**src/rtl/uart_irq_ident.sv**
```systemverilog
module uart_irq_ident #(
  parameter int LVL_W  = 5,
  parameter int TRIG_A = 1,
  parameter int TRIG_B = 4,
  parameter int TRIG_C = 8,
  parameter int TRIG_D = 14
) (
  input  logic             clk,
  input  logic             rst_n,
  input  logic             fcr_wr,
  input  logic [7:0]       fcr_wdata,
  input  logic             en_line,
  input  logic             en_rx,
  input  logic             en_thr,
  input  logic             en_modem,
  input  logic             line_err,
  input  logic             rx_timeout,
  input  logic [LVL_W-1:0] rx_level,
  input  logic             thr_set,
  input  logic             modem_chg,
  input  logic             status_rd,
  output logic [7:0]       status,
  output logic             irq,
  output logic             fifo_en,
  output logic [1:0]       rx_trig
);
  localparam logic [3:0] C_LINE  = 4'b0110;
  localparam logic [3:0] C_TOUT  = 4'b1100;
  localparam logic [3:0] C_READY = 4'b0100;
  localparam logic [3:0] C_THR   = 4'b0010;
  localparam logic [3:0] C_MODEM = 4'b0000;
  localparam logic [3:0] C_NONE  = 4'b0001;

  logic             thr_pend;
  logic [LVL_W-1:0] trig_cnt;
  logic             rx_ready;
  logic [3:0]       code_nxt;
  logic [7:0]       status_q;

  always_comb begin
    unique case (fifo_en ? rx_trig : 2'b00)
      2'b00:   trig_cnt = LVL_W'(TRIG_A);
      2'b01:   trig_cnt = LVL_W'(TRIG_B);
      2'b10:   trig_cnt = LVL_W'(TRIG_C);
      default: trig_cnt = LVL_W'(TRIG_D);
    endcase
  end

  assign rx_ready = rx_level >= trig_cnt;

  always_comb begin
    if (en_line && line_err)        code_nxt = C_LINE;
    else if (en_rx && rx_timeout)   code_nxt = C_TOUT;
    else if (en_rx && rx_ready)     code_nxt = C_READY;
    else if (en_thr && thr_pend)    code_nxt = C_THR;
    else if (en_modem && modem_chg) code_nxt = C_MODEM;
    else                            code_nxt = C_NONE;
  end

  always_ff @(posedge clk or negedge rst_n) begin
    if (!rst_n) begin
      fifo_en <= 1'b0;
      rx_trig <= 2'b00;
    end else if (fcr_wr) begin
      fifo_en <= fcr_wdata[0];
      if (fcr_wdata[0]) rx_trig <= fcr_wdata[7:6];
    end
  end

  always_ff @(posedge clk or negedge rst_n) begin
    if (!rst_n)                                      thr_pend <= 1'b0;
    else if (thr_set)                                thr_pend <= 1'b1;
    else if (status_rd && status_q[3:0] == C_THR)    thr_pend <= 1'b0;
  end

  always_ff @(posedge clk or negedge rst_n) begin
    if (!rst_n) status_q <= {4'b0000, C_NONE};
    else        status_q <= {{2{fifo_en}}, 2'b00, code_nxt};
  end

  assign status = status_q;
  assign irq    = ~status_q[0];

  AST_LINE_FIRST: assert property (@(posedge clk) disable iff (!rst_n)
    (en_line && line_err) |=> (status[3:0] == C_LINE));
  AST_TOUT_OVER_READY: assert property (@(posedge clk) disable iff (!rst_n)
    (en_rx && rx_timeout && !(en_line && line_err)) |=> (status[3:0] == C_TOUT));
  AST_ALL_MASKED: assert property (@(posedge clk) disable iff (!rst_n)
    (!en_line && !en_rx && !en_thr && !en_modem) |=> (status[0] && !irq));
  AST_FCR_HOLD: assert property (@(posedge clk) disable iff (!rst_n)
    (fcr_wr && !fcr_wdata[0]) |=> ($stable(rx_trig) && !fifo_en));
  AST_FCR_LOAD: assert property (@(posedge clk) disable iff (!rst_n)
    (fcr_wr && fcr_wdata[0]) |=> (fifo_en && rx_trig == $past(fcr_wdata[7:6])));
  AST_THR_CLEAR: assert property (@(posedge clk) disable iff (!rst_n)
    (status_rd && status[3:0] == C_THR && !thr_set) |=> !thr_pend);
  AST_UPPER_BITS: assert property (@(posedge clk) disable iff (!rst_n)
    1'b1 |=> (status[5:4] == 2'b00 && status[7:6] == {2{$past(fifo_en)}}));
endmodule

```
**config.mk**
```make
export PLATFORM = sky130hd
export DESIGN_NAME = uart_irq_ident
export DESIGN_NICKNAME = d
export VERILOG_FILES = /design/src/rtl/uart_irq_ident.sv
export SDC_FILE = /design/constraint.sdc
export NUM_CORES = 1
export LEC_CHECK = 0
export CAP_MARGIN = 20
export CELL_PAD_IN_SITES_DETAIL_PLACEMENT = 1
export CELL_PAD_IN_SITES_GLOBAL_PLACEMENT = 2
export CORE_MARGIN = 4
export CORE_UTILIZATION = 15
export CTS_CLUSTER_DIAMETER = 40
export DETAILED_ROUTE_END_ITERATION = 10
export PLACE_DENSITY_LB_ADDON = 0.1
export SLEW_MARGIN = 20
export SYNTH_ARGS = -nofsm -noshare
export SYNTH_HDL_FRONTEND = slang
export SYNTH_SLANG_ARGS = --single-unit
export TNS_END_PERCENT = 50
```
**constraint.sdc**
```tcl
create_clock -name clk -period 1.52 [get_ports clk]
set_input_delay 0.456 -clock clk [delete_from_list [all_inputs] [get_ports clk]]
set_output_delay 0.456 -clock clk [all_outputs]
set_load 0.02 [all_outputs]
```
==> impl_metrics.yaml <==
setup_path:
  critPathSlowestCell: "clkdlybuf4s50_1"
  start_kind: "input port"
  path_class: "in -> reg"
  timing.rr.end: "status[0]"
  rrSetupSlack_ns: -0.02
  crit_buf_inv: 1
  rr_startpoint: "rx_trig[1]"
  worstSetupEndpointType: "flip-flop"
  cp_max_fo: 2
  arrival_ns: 1.76
  crit_family: "compound AO/OA/AOI/OAI gates"
  slowest_delay_ns: 0.51
  cp_num_cells: 5
  cp_cell_sequence: "clkdlybuf4s50_1 -> ha_4 -> o211ai_1 -> o21a_1 -> o2111a_1"
  r2r_cells: 6
  cp.required_ns: 1.71
floorplanning:
  core_um2: 3080
  die_w_um: 65.0
  io-pin-count: 37
  die_area_um2: 4220
  die_h_um: 65.0
  initial_core_util: 0.158
  rows: 20
sta:
  finalSetupViolCount: 2
  rsz0062_at_grt: "true"
  hold_viol_final: 0
  fin_skew_ns: 0.00571
  fmax_mhz: 637
  slew_viol_final: 0
  period_minus_slack_ns: 1.57
  layout_setup_ws_ns: -0.0496
  fin_crit_sh: 1.03
placement:
  port_buffers: 29
  globalplace.congestion: 0.625
  place_area_um2: 838
  place_hpwl_mm: 1.20
  pre_cts_slack_ns: -0.492
clock_tree:
  clock_path_buffers: 2
  clk_latency_ns: 0.25
  htree_levels: 1
  clk_pin_slew_ns: 0.06
  clock_sinks: 9
  numCtsBuffers: 3
  cts_root_buf: "clkbuf_4"
  tritoncts: "yes"
  ctsHoldBuffers: 0
grt:
  grt_max_degree: 10
  grt-ovfl-total: 0
  grt_pass1_vias: 509
  grt_pass1_wl_mm: 2.33
  antenna_found_initial: 0
  grt_usage: 0.0761
routing:
  vias: 479
  postRouteAntennaNets: 0
  avgViaCountPerCell: 3.80
  routed_wirelength_mm: 1.42
  drt-initial-drc-count: 4
  drt-wirelength-per-cell_um: 11.3
  dr.pass1.iters: 3
  drc: 0
finish:
  multi_input_area_um2: 307
  area_growth_pct: 93.8
  num-nets-final: 112
  final_cell_mix: "clkdlybuf4s50_1 (17), dlygate4sd2_1 (7), nand2_1 (6), dfrtp_1 (5), inv_1 (4)"
  fill_cells: 369
  fin_area_um2: 943
  drive_gt1_frac: 0.305
  regArea_um2: 230
  n_antenna_cell: 0
  layout_commonest_cell: "clkdlybuf4s50_1"
logic_synthesis:
  ys_types: 22
  synth-seq-cells: 9
  synth_cells: 47
  syn_area_per_cell_um2: 10.4
  ys_seq_area_frac: 0.465
  syn-cell-area_um2: 487
  synth_top_cell_area_share: 0.411
  netlist_top_cells_area: "dfrtp_1 (41%), ha_1 (10%), dfstp_2 (5.4%), nand2_1 (5.4%), buf_4 (4.6%)"
  yosysTopAreaCell: "dfrtp_1"
  ys_warn_count: 0
power:
  powerDensity_nw_per_um2: 776
  vdd_drop_max_uv: 182
  power_leakage_nw: 0.385
run_status:
  status: "complete, but fails checks"
  violations: "negative setup slack"
flow_run:
  maxCapViolations: 0
min_path:
  hold_path.class: "in -> async"
==> report_power, final <==
part / internal (mW) / total, mW / switching (mW)
combinational: 0.146 / 0.265 / 0.119
clock: 0.101 / 0.177 / 0.0762
sequential: 0.265 / 0.290 / 0.0246
==> final cells by class <==
class / count / share of cell area
clock buffers: 4 / 0.0279
inverters: 4 / 0.0159
multi-input cells: 32 / 0.325
flip-flops and latches: 9 / 0.244
well taps: 44 / 0.0584
repair buffers: 33 / 0.329
==> routing by layer <==
layer,routed length [um],vias up,track usage,share of wire
met5,0,-,0,0
met1,605,227,0.0885,0.43
li1,-,235,-,-
met4,30,0,0.0554,0.021
met2,716,15,0.117,0.50
met3,68,2,0.0225,0.048
==> sequential cells by signal, indices dropped and copies added (netlist names) <==
| signal | flops |
|---|---|
| status | 5 |
| rx_trig | 2 |
| fifo_en | 1 |
| thr_pend | 1 |
==> repair_timing <==
action | in CTS | in global routing
hold endpoints to repair | 0 | 0
pin swaps | 8 | 7
gates resized for setup | 32 | 8
buffers inserted | 1 | 0
setup endpoints to repair | 13 | 7
cloned | 0 | 0
==> cells in the mapped netlist <==
| cell | instances |
|---|---|
| dfrtp_1 | 8 |
| nand2_1 | 7 |
| ha_1 | 4 |
| inv_1 | 4 |
| buf_4 | 3 |
| o21ai_0 | 3 |
| mux2_2 | 2 |
| o211ai_1 | 2 |
| a2111oi_2 | 1 |
| a21o_1 | 1 |
| and2_1 | 1 |
| and3_1 | 1 |
| conb_1 | 1 |
| dfstp_2 | 1 |
| nand3_1 | 1 |
| nand4_1 | 1 |
| nor2_1 | 1 |
| nor3_1 | 1 |
| nor3b_1 | 1 |
| o2111a_1 | 1 |
| o2111ai_1 | 1 |
| o21a_1 | 1 |
==> worst max-delay path by stage <==
stage,start,endpoint
after detailed placement,rx_level[0],status[0]
after CTS,rx_trig[0],status[0]
final,rx_level[1],status[0]
after floorplan,rx_trig[0],status[0]
after global routing,fifo_en,status[0]
after global placement,rx_level[0],status[2]
==> cell families after synthesis <==
family | after synthesis | synth area share
AO/OA/AOI/OAI | 10 | 0.165
adder cells (fa/ha/maj) | 4 | 0.103
buffers and inverters | 7 | 0.0771
flip-flops | 9 | 0.465
multiplexers | 2 | 0.0463
other | 1 | 0.00770
AND/OR/NAND/NOR | 14 | 0.136
==> stage by stage <==
step                      utilization  hold slack [ns]  TNS (ns)  power, mW  cells
after detailed placement        0.272            0.470     -1.52      0.518    121
after floorplan                     -            0.160         0      0.388     48
after global placement          0.272            0.467     -1.54      0.519    121
after CTS                       0.297            0.494    -0.105      0.731    126
after global routing            0.307            0.515    -0.310      0.788    126
final                           0.307            0.499   -0.0683      0.732    126
Power figures use the tool's default switching activity.
